$ cat src/rtl/sgl_pkg.sv
package sgl_pkg;

    typedef enum logic [2:0] {
        S_IDLE,
        S_GATHER,
        S_CHAIN,
        S_DATA,
        S_END,
        S_DONE,
        S_ERR
    } sgl_state_e;

    typedef struct packed {
        logic [63:0] addr;
        logic [31:0] len;
    } sgl_ent_t;

    // Byte k of the entry goes to bits 8k+7:8k; each field is stored big-endian.
    function automatic logic [127:0] sgl_pack(input logic [63:0] tgt,
                                              input logic [31:0] len,
                                              input logic [31:0] flg);
        logic [127:0] w;
        w = '0;
        for (int k = 0; k < 8; k++) begin
            w[8*k +: 8] = tgt[8*(7-k) +: 8];
        end
        for (int k = 0; k < 4; k++) begin
            w[64 + 8*k +: 8] = len[8*(3-k) +: 8];
            w[96 + 8*k +: 8] = flg[8*(3-k) +: 8];
        end
        return w;
    endfunction

endpackage

$ cat src/rtl/sgl_region_gen.sv
module sgl_region_gen #(
    parameter int PAGE_BYTES = 4096,
    parameter int CNT_W      = 32,
    localparam int PAGE_W    = $clog2(PAGE_BYTES)
) (
    input  logic              clk,
    input  logic              rst_n,
    input  logic              load,
    input  logic [PAGE_W-1:0] ld_offs,
    input  logic [31:0]       ld_size,
    input  logic [CNT_W-1:0]  ld_pages,
    input  logic              ld_head_en,
    input  logic [63:0]       ld_head_addr,
    input  logic              ld_tail_en,
    input  logic [63:0]       ld_tail_addr,
    input  logic              step,
    input  logic [63:0]       pg_addr,
    output logic [63:0]       rg_addr,
    output logic [31:0]       rg_len,
    output logic              rg_last
);

    logic [PAGE_W-1:0] offs_q;
    logic [31:0]       remain_q;
    logic [CNT_W-1:0]  left_q;
    logic              first_q;
    logic              head_en_q;
    logic              tail_en_q;
    logic [63:0]       head_addr_q;
    logic [63:0]       tail_addr_q;

    logic [32:0]       room;
    logic [63:0]       offs64;

    assign offs64  = {{(64-PAGE_W){1'b0}}, offs_q};
    assign room    = 33'(PAGE_BYTES) - {{(33-PAGE_W){1'b0}}, offs_q};
    assign rg_len  = ({1'b0, remain_q} < room) ? remain_q : room[31:0];
    assign rg_last = (left_q == CNT_W'(1));

    always_comb begin
        if (first_q && head_en_q) begin
            rg_addr = head_addr_q + offs64;
        end else if (rg_last && tail_en_q) begin
            rg_addr = tail_addr_q;
        end else begin
            rg_addr = pg_addr + offs64;
        end
    end

    always_ff @(posedge clk or negedge rst_n) begin
        if (!rst_n) begin
            offs_q      <= '0;
            remain_q    <= '0;
            left_q      <= '0;
            first_q     <= 1'b0;
            head_en_q   <= 1'b0;
            tail_en_q   <= 1'b0;
            head_addr_q <= '0;
            tail_addr_q <= '0;
        end else if (load) begin
            offs_q      <= ld_offs;
            remain_q    <= ld_size;
            left_q      <= ld_pages;
            first_q     <= 1'b1;
            head_en_q   <= ld_head_en;
            tail_en_q   <= ld_tail_en;
            head_addr_q <= ld_head_addr;
            tail_addr_q <= ld_tail_addr;
        end else if (step) begin
            offs_q   <= '0;
            remain_q <= remain_q - rg_len;
            left_q   <= left_q - CNT_W'(1);
            first_q  <= 1'b0;
        end
    end

    // every accepted page contributes a non-empty region
    a_r4_region_nonzero: assert property (@(posedge clk) disable iff (!rst_n)
        step |-> (rg_len != 32'd0));

    // the last page consumes exactly what remains of the transfer
    a_r3_last_drains: assert property (@(posedge clk) disable iff (!rst_n)
        (step && rg_last) |-> (rg_len == remain_q));

    // no page is taken once the page count is exhausted
    a_r3_no_extra_page: assert property (@(posedge clk) disable iff (!rst_n)
        step |-> (left_q != '0));

endmodule

$ cat src/rtl/sgl_block_buf.sv
module sgl_block_buf
    import sgl_pkg::*;
#(
    parameter int DEPTH   = 7,
    localparam int CNT_W  = $clog2(DEPTH + 1),
    localparam int IDX_W  = $clog2(DEPTH)
) (
    input  logic             clk,
    input  logic             rst_n,
    input  logic             clear,
    input  logic             push,
    input  logic             merge,
    input  logic             restart,
    input  logic [63:0]      in_addr,
    input  logic [31:0]      in_len,
    input  logic [IDX_W-1:0] rd_idx,
    output logic [63:0]      rd_addr,
    output logic [31:0]      rd_len,
    output logic [CNT_W-1:0] cnt,
    output logic [63:0]      tail_end
);

    logic [CNT_W-1:0] cnt_q;
    logic [63:0]      tail_q;
    sgl_ent_t         ent_arr [DEPTH];
    sgl_ent_t         rd_ent;

    for (genvar g = 0; g < DEPTH; g++) begin : g_slot
        sgl_ent_t ent_q;
        always_ff @(posedge clk or negedge rst_n) begin
            if (!rst_n) begin
                ent_q <= '0;
            end else if ((restart && (g == 0)) || (push && (cnt_q == CNT_W'(g)))) begin
                ent_q <= '{addr: in_addr, len: in_len};
            end else if (merge && (cnt_q == CNT_W'(g + 1))) begin
                ent_q.len <= ent_q.len + in_len;
            end
        end
        assign ent_arr[g] = ent_q;
    end

    always_ff @(posedge clk or negedge rst_n) begin
        if (!rst_n) begin
            cnt_q  <= '0;
            tail_q <= '0;
        end else if (clear) begin
            cnt_q  <= '0;
        end else if (restart) begin
            cnt_q  <= CNT_W'(1);
            tail_q <= in_addr + 64'(in_len);
        end else if (push) begin
            cnt_q  <= cnt_q + CNT_W'(1);
            tail_q <= in_addr + 64'(in_len);
        end else if (merge) begin
            tail_q <= tail_q + 64'(in_len);
        end
    end

    always_comb begin
        rd_ent = '0;
        for (int i = 0; i < DEPTH; i++) begin
            if (rd_idx == IDX_W'(i)) rd_ent = ent_arr[i];
        end
    end

    assign rd_addr  = rd_ent.addr;
    assign rd_len   = rd_ent.len;
    assign cnt      = cnt_q;
    assign tail_end = tail_q;

    // the buffer never holds more than one block's data slots
    a_r9_cnt_bound: assert property (@(posedge clk) disable iff (!rst_n)
        cnt_q <= CNT_W'(DEPTH));

    // a new entry is never appended to a full block
    a_r9_push_not_full: assert property (@(posedge clk) disable iff (!rst_n)
        push |-> (cnt_q < CNT_W'(DEPTH)));

    // merging always has a previous entry to extend
    a_r6_merge_has_tail: assert property (@(posedge clk) disable iff (!rst_n)
        merge |-> (cnt_q != '0));

    // at most one buffer operation per cycle
    a_r6_one_op: assert property (@(posedge clk) disable iff (!rst_n)
        $onehot0({clear, push, merge, restart}));

endmodule

$ cat src/rtl/sgl_chain_builder.sv
module sgl_chain_builder
    import sgl_pkg::*;
#(
    parameter int PAGE_BYTES     = 4096,
    parameter int SLOTS          = 8,
    parameter int MAX_LIST_BYTES = 65536,
    parameter int FLAG_DATA      = 0,
    parameter int FLAG_CHAIN     = 1,
    parameter int FLAG_END       = 2,
    localparam int PAGE_W        = $clog2(PAGE_BYTES)
) (
    input  logic              clk,
    input  logic              rst_n,
    input  logic              start,
    input  logic [63:0]       list_base,
    input  logic [PAGE_W-1:0] first_offs,
    input  logic [31:0]       xfer_size,
    input  logic              head_bounce_en,
    input  logic [63:0]       head_bounce_addr,
    input  logic              tail_bounce_en,
    input  logic [63:0]       tail_bounce_addr,
    input  logic              pg_valid,
    input  logic [63:0]       pg_addr,
    output logic              pg_ready,
    output logic              wr_en,
    output logic [63:0]       wr_addr,
    output logic [127:0]      wr_data,
    output logic              done,
    output logic              err
);

    localparam int ENT_BYTES = 16;
    localparam int ENT_SH    = $clog2(ENT_BYTES);
    localparam int BLK_BYTES = SLOTS * ENT_BYTES;
    localparam int BLK_SH    = $clog2(BLK_BYTES);
    localparam int DEPTH     = SLOTS - 1;
    localparam int SLOT_W    = $clog2(SLOTS);
    localparam int BCNT_W    = $clog2(DEPTH + 1);
    localparam int BIDX_W    = $clog2(DEPTH);
    localparam int PGCNT_W   = 32;

    sgl_state_e       state_q, state_d;

    logic [63:0]      base_q;
    logic [31:0]      blk_q;
    logic [SLOT_W-1:0] idx_q;
    logic             final_q;
    sgl_ent_t         pend_q;
    logic             pend_last_q;

    logic [63:0]      span, need_pages, need_bytes;
    logic             too_big;

    logic             rg_load, rg_step, rg_last;
    logic [63:0]      rg_addr;
    logic [31:0]      rg_len;

    logic             buf_clear, buf_push, buf_merge, buf_restart;
    logic [63:0]      buf_in_addr, buf_rd_addr, buf_tail;
    logic [31:0]      buf_in_len, buf_rd_len;
    logic [BCNT_W-1:0] buf_cnt;
    logic             buf_full, mergeable, data_last;

    logic [SLOT_W-1:0] slot;

    // ---------------- start screening ----------------
    always_comb begin
        span       = {32'd0, xfer_size} + 64'(first_offs);
        need_pages = (span + 64'(PAGE_BYTES - 1)) >> PAGE_W;
        need_bytes = (need_pages + need_pages / 64'(DEPTH) + 64'd1) << ENT_SH;
        too_big    = (xfer_size == 32'd0) || (need_bytes > 64'(MAX_LIST_BYTES));
    end

    // ---------------- region generator ----------------
    assign rg_load = (state_q == S_IDLE) && start && !too_big;
    assign rg_step = (state_q == S_GATHER) && pg_valid;

    sgl_region_gen #(
        .PAGE_BYTES (PAGE_BYTES),
        .CNT_W      (PGCNT_W)
    ) region_i (
        .clk          (clk),
        .rst_n        (rst_n),
        .load         (rg_load),
        .ld_offs      (first_offs),
        .ld_size      (xfer_size),
        .ld_pages     (need_pages[PGCNT_W-1:0]),
        .ld_head_en   (head_bounce_en),
        .ld_head_addr (head_bounce_addr),
        .ld_tail_en   (tail_bounce_en),
        .ld_tail_addr (tail_bounce_addr),
        .step         (rg_step),
        .pg_addr      (pg_addr),
        .rg_addr      (rg_addr),
        .rg_len       (rg_len),
        .rg_last      (rg_last)
    );

    // ---------------- block buffer ----------------
    assign mergeable   = (buf_cnt != '0) && (rg_addr == buf_tail);
    assign buf_full    = (buf_cnt == BCNT_W'(DEPTH));
    assign data_last   = (int'(idx_q) == int'(buf_cnt) - 1);

    assign buf_clear   = rg_load;
    assign buf_merge   = rg_step && mergeable;
    assign buf_push    = rg_step && !mergeable && !buf_full;
    assign buf_restart = (state_q == S_DATA) && !final_q && data_last;
    assign buf_in_addr = buf_restart ? pend_q.addr : rg_addr;
    assign buf_in_len  = buf_restart ? pend_q.len  : rg_len;

    sgl_block_buf #(
        .DEPTH (DEPTH)
    ) block_i (
        .clk      (clk),
        .rst_n    (rst_n),
        .clear    (buf_clear),
        .push     (buf_push),
        .merge    (buf_merge),
        .restart  (buf_restart),
        .in_addr  (buf_in_addr),
        .in_len   (buf_in_len),
        .rd_idx   (BIDX_W'(idx_q)),
        .rd_addr  (buf_rd_addr),
        .rd_len   (buf_rd_len),
        .cnt      (buf_cnt),
        .tail_end (buf_tail)
    );

    // ---------------- state register ----------------
    always_ff @(posedge clk or negedge rst_n) begin
        if (!rst_n) state_q <= S_IDLE;
        else        state_q <= state_d;
    end

    // ---------------- next state ----------------
    always_comb begin
        state_d = state_q;
        unique case (state_q)
            S_IDLE: begin
                if (start) state_d = too_big ? S_ERR : S_GATHER;
            end
            S_GATHER: begin
                if (pg_valid) begin
                    if (!mergeable && buf_full) state_d = S_CHAIN;
                    else if (rg_last)           state_d = S_DATA;
                end
            end
            S_CHAIN: state_d = S_DATA;
            S_DATA: begin
                if (data_last) begin
                    if (final_q)          state_d = S_END;
                    else if (pend_last_q) state_d = S_DATA;
                    else                  state_d = S_GATHER;
                end
            end
            S_END:  state_d = S_DONE;
            S_DONE: state_d = S_IDLE;
            S_ERR:  state_d = S_IDLE;
            default: state_d = S_IDLE;
        endcase
    end

    // ---------------- job registers ----------------
    always_ff @(posedge clk or negedge rst_n) begin
        if (!rst_n) begin
            base_q      <= '0;
            blk_q       <= '0;
            idx_q       <= '0;
            final_q     <= 1'b0;
            pend_q      <= '0;
            pend_last_q <= 1'b0;
        end else begin
            unique case (state_q)
                S_IDLE: begin
                    if (rg_load) begin
                        base_q  <= list_base;
                        blk_q   <= '0;
                        idx_q   <= '0;
                        final_q <= 1'b0;
                    end
                end
                S_GATHER: begin
                    if (pg_valid) begin
                        if (!mergeable && buf_full) begin
                            pend_q      <= '{addr: rg_addr, len: rg_len};
                            pend_last_q <= rg_last;
                            final_q     <= 1'b0;
                            idx_q       <= '0;
                        end else if (rg_last) begin
                            final_q <= 1'b1;
                            idx_q   <= '0;
                        end
                    end
                end
                S_DATA: begin
                    if (data_last) begin
                        idx_q <= '0;
                        if (!final_q) begin
                            blk_q   <= blk_q + 32'd1;
                            final_q <= pend_last_q;
                        end
                    end else begin
                        idx_q <= idx_q + SLOT_W'(1);
                    end
                end
                default: ;
            endcase
        end
    end

    // ---------------- outputs ----------------
    always_comb begin
        pg_ready = 1'b0;
        wr_en    = 1'b0;
        done     = 1'b0;
        err      = 1'b0;
        slot     = '0;
        wr_data  = '0;
        unique case (state_q)
            S_GATHER: pg_ready = 1'b1;
            S_CHAIN: begin
                wr_en   = 1'b1;
                slot    = '0;
                wr_data = sgl_pack(base_q + ((64'(blk_q) + 64'd1) << BLK_SH),
                                   32'(BLK_BYTES), 32'(FLAG_CHAIN));
            end
            S_DATA: begin
                wr_en   = 1'b1;
                slot    = final_q ? idx_q : idx_q + SLOT_W'(1);
                wr_data = sgl_pack(buf_rd_addr, buf_rd_len, 32'(FLAG_DATA));
            end
            S_END: begin
                wr_en   = 1'b1;
                slot    = SLOT_W'(buf_cnt);
                wr_data = sgl_pack(64'd0, 32'd0, 32'(FLAG_END));
            end
            S_DONE: done = 1'b1;
            S_ERR:  err  = 1'b1;
            default: ;
        endcase
        wr_addr = base_q + (64'(blk_q) << BLK_SH) + (64'(slot) << ENT_SH);
    end

    // consecutive writes walk the list buffer in 16-byte steps
    a_r11_seq_writes: assert property (@(posedge clk) disable iff (!rst_n)
        (wr_en && $past(wr_en)) |-> (wr_addr == $past(wr_addr) + 64'(ENT_BYTES)));

    // no write falls outside the admitted list size
    a_r2_in_bounds: assert property (@(posedge clk) disable iff (!rst_n)
        wr_en |-> ((wr_addr - base_q) < 64'(MAX_LIST_BYTES)));

    // completion follows directly on the terminating write
    a_r11_done_after_end: assert property (@(posedge clk) disable iff (!rst_n)
        done |-> $past(wr_en));

    // pages are never taken while entries are being written
    a_r3_ready_not_writing: assert property (@(posedge clk) disable iff (!rst_n)
        (wr_en && $past(wr_en)) |-> !pg_ready);

endmodule

$ cat config.mk
export PLATFORM = sky130hd
export DESIGN_NAME = sgl_chain_builder
export DESIGN_NICKNAME = d
export VERILOG_FILES = /design/src/rtl/sgl_pkg.sv /design/src/rtl/sgl_region_gen.sv /design/src/rtl/sgl_block_buf.sv /design/src/rtl/sgl_chain_builder.sv
export SDC_FILE = /design/constraint.sdc
export NUM_CORES = 2
export LEC_CHECK = 0
export BUFFER_PORTS_ARGS = -buffer_cell sky130_fd_sc_hd__buf_2
export CAP_MARGIN = 5
export CORE_MARGIN = 8
export CORE_UTILIZATION = 55
export CTS_CLUSTER_DIAMETER = 60
export CTS_CLUSTER_SIZE = 20
export DETAILED_ROUTE_END_ITERATION = 8
export MAX_ROUTING_LAYER = met4
export PLACE_DENSITY = 0.76
export REMOVE_ABC_BUFFERS = 1
export SYNTH_ARGS = -nofsm -noshare
export SYNTH_HDL_FRONTEND = slang
export SYNTH_SLANG_ARGS = --single-unit
$ cat constraint.sdc
create_clock -name clk -period 9.6 [get_ports clk]
set_input_delay 0.96 -clock clk [delete_from_list [all_inputs] [get_ports clk]]
set_output_delay 0.96 -clock clk [all_outputs]
set_load 0.02 [all_outputs]
==> metrics.txt <==
mux cell area share after synthesis=approximately 2.3%; worst skew pair latency=between 0.7 and 0.8 ns; max incr delay on CP=~0.54 ns; Initial Utilization=55.2%; Hold WC Path Type=input port to asynchronous set/reset pin; CP required=approximately 10 ns; Synth Area in Compound Gates=between 20% and 30%; XOR/XNOR Fraction of Synth Area=under 10%; post-synthesis sequential area ratio=a little under two fifths; Clock Path Buffers=3; Critical-path top delay cell=or4b_4; synth warn=0; area leader, netlist=dfrtp_1; max_slew headroom=between 20% and 30%; clk slew on worst S/H paths=0.08 ns; leakage=between 40 and 50 nW; WHS=0.266 ns; Slew Viols, Final=0; DP HPWL=about 190000 um; Final nets=between 10000 and 15000; port bufs=approximately 470; leftover overflow at the end of global routing=0; synthesized flop and latch total=between 1000 and 1500; Post-synth EDFFs=0; DR pass1 iterations=8; total power draw=~22 mW; cell area after synthesis=roughly 77000 um^2; Post-DRT Antenna Nets=0; Avg WL per Cell=around 23 um; CP Launch Type=input port; critical path peak fanout=6; Comb power frac=45.0%; Async S/R FF share, synth=100%; # Max-Cap Violations=0; Hold Fails Final Rpt=0; GRT Util Overall=a little over a third; failing checks=negative setup slack; H-Tree Depth=3; Yosys cell types=~110; Clock Skew=around 0.045 ns; clk sink count=~1100; internal power=~13 mW; setup violators final=~360; switching part of the total=42.2%; Worst Path Arrival=13.18 ns; r2r setup slk=-0.25 ns; mean number of vias per cell=between 6 and 7; final core occ=about 67%; Slew @ Worst Pin=between 1 and 1.5 ns; Synth Area in Simple Gates=a little under a fifth; critical path class=input port to flip-flop; crit path time final=approximately 13 ns; peak supply drop=roughly 0.29 mV; P per Cell Area=between 200 and 250 nW/um^2; Synth Area in Adders=under 10%; Area Growth Syn to Fin=21.5%; status=finished, violations left; Die W=around 400 um; routed wire length=approximately 280000 um; I/O pins=between 500 and 600; Seq pwr share=a little under a third; GPL Wtd Cong=approximately 0.95; Die H=a little under 400 um; initial detailed-routing violation count=between 8000 and 9000; share of cells above drive strength 1=19.7%; Most used DFF post-synth=dfrtp_1; f_max=approximately 0.080 GHz; unrepaired setup endpoints after global routing=yes; fin worst setup slack=-2.95 ns; initial antenna violation count=13; CTS root buf=clkbuf_16; Critical Path Sink Type=flip-flop; global-route wire length before repair=~420000 um; Design Area, Final=93200 um^2; main combinational cell family by area after synthesis=compound AO/OA/AOI/OAI gates; Gate Count Post-Synth=approximately 9400; top-area cell type share of the netlist area=between 30 and 40%; largest cells by area after synthesis=dfrtp_1 37%, nand2_1 8.9%, o21ai_0 7.8%; final period utilization=131%; Residual DRC=0; placed inst area=between 80000 and 90000 um^2; vias in the first global route=~73000; CTS tree=built; Rows=around 140; cell with the most instances on the worst path=ha_4; hold-fix buffer count after cts=0; Place WS=-4.26 ns; TritonCTS Buffers=~110; clock network power share=23.3%; syn_area_per_cell=8.15 um^2; largest net degree at the start of global routing=approximately 180; die area=152000 um^2; CORE AREA=139000 um^2; Sw Pwr=between 9 and 10 mW; Via Count=around 76000
[power by group through the flow]
stage | sequential, mW | combinational (mW) | clock [mW]
floorplan | 6.75 | 6.02 | 0
global placement | 6.88 | 8.61 | 0
detailed placement | 6.95 | 8.84 | 0
CTS | 6.88 | 9.28 | 5.12
global route | 7.06 | 10.6 | 5.31
finish | 6.93 | 9.83 | 5.11
[placed cells by master (no fill, tap or decap), drive strengths merged, types with 226 or more instances in the layout]
cell type / instances
dfrtp: 1146
nor2: 591
inv: 504
a21oi: 487
o21ai: 1222
nand2: 1820
buf: 1139
xor2: 230
xnor2: 387
ha: 452
nand3: 226
[cell usage after synthesis (all sizes together), types with 58 or more instances]
cell type / number
a21oi: 487
xor2: 230
a221oi: 102
xnor2: 387
and3: 101
mux2: 67
nor2: 591
and2: 81
a31oi: 58
clkbuf: 430
o21ai: 1222
nand2: 1820
ha: 452
mux2i: 99
o211ai: 158
a21o: 91
inv: 462
nand4: 66
o22ai: 67
nor3: 135
o21bai: 66
buf: 131
o311ai: 98
dfrtp: 1146
nand3: 226
a21boi: 62
[flip-flops by register name (all words and copies together), names as in the netlist, 3 cells and up]
| signal | flops |
|---|---|
| base_q | 64 |
| blk_q | 32 |
| block_i.cnt | 3 |
| block_i.ent_arr | 672 |
| block_i.tail_end | 64 |
| idx_q | 3 |
| pend_q | 96 |
| region_i.head_addr_q | 64 |
| region_i.left_q | 32 |
| region_i.offs_q | 12 |
| region_i.remain_q | 32 |
| region_i.tail_addr_q | 64 |
| state_q | 3 |
[worst paths after layout]
path | end | depth (start not counted) | start
min in group clk | base_q[45] | 3 | list_base[45]
max | region_i.left_q[4] | 65 | xfer_size[10]
min | base_q[17] | 1 | rst_n
max in group asynchronous | region_i.tail_addr_q[52] | 3 | rst_n
max reg2reg | block_i.tail_end[58] | 46 | region_i.left_q[10]
min reg2reg | region_i.tail_addr_q[53] | 2 | region_i.tail_addr_q[53]
[metal layers]
| metal | global-route usage [%] | vias up | wire length (um) |
|---|---|---|---|
| met3 | 7.74 | 859 | 28500 |
| met2 | 54.7 | 3896 | 124000 |
| met1 | 45.6 | 36500 | 109000 |
| li1 | - | 34400 | - |
| met5 | - | - | 0 |
| met4 | 15.4 | 0 | 14200 |
[cell type report]
type	instances	area (um^2)
flip-flops and latches	1146	28700
multi-input cells	7270	46600
repair buffers	1153	9530
diodes	15	37.5
clock inverters	91	1260
well taps	1876	2350
inverters	466	1770
clock buffers	125	2990
fillers	10900	45800
[stage by stage]
stage / setup TNS [ns] / instances
2_1_floorplan: -3295.70 / 8882
3_3_place_gp: -1190.69 / 11800
3_5_place_dp: -1297.21 / 11800
4_1_cts: -744.59 / 12100
5_1_grt: -1141.57 / 12100
6_report: -892.74 / 12100
[timing repair]
action / 4_1_cts / 5_1_grt
endpoints found under the setup margin: 371 / 461
hold endpoints to repair: 0 / 0
gates resized for setup: 461 / 384
setup buffers: 68 / 33
pin swaps: 188 / 328
gates cloned: 38 / 15
[worst max-delay path, delay by kind of cell]
kind,cells,cell delay (ns)
compound gates,27,5.41
fa+ha+maj,8,1.97
buf+inv,10,1.14
mux,2,0.63
simple gates,18,3.04
[cells by family after synthesis]
group,count (synthesis)
AND/OR/NAND/NOR,3296
AO/OA/AOI/OAI,2689
flip-flops,1146
buffers and inverters,1027
XOR/XNOR,618
adder cells (fa/ha/maj),470
multiplexers,166
other,1
Note: power is estimated with default switching activity, not from simulation.
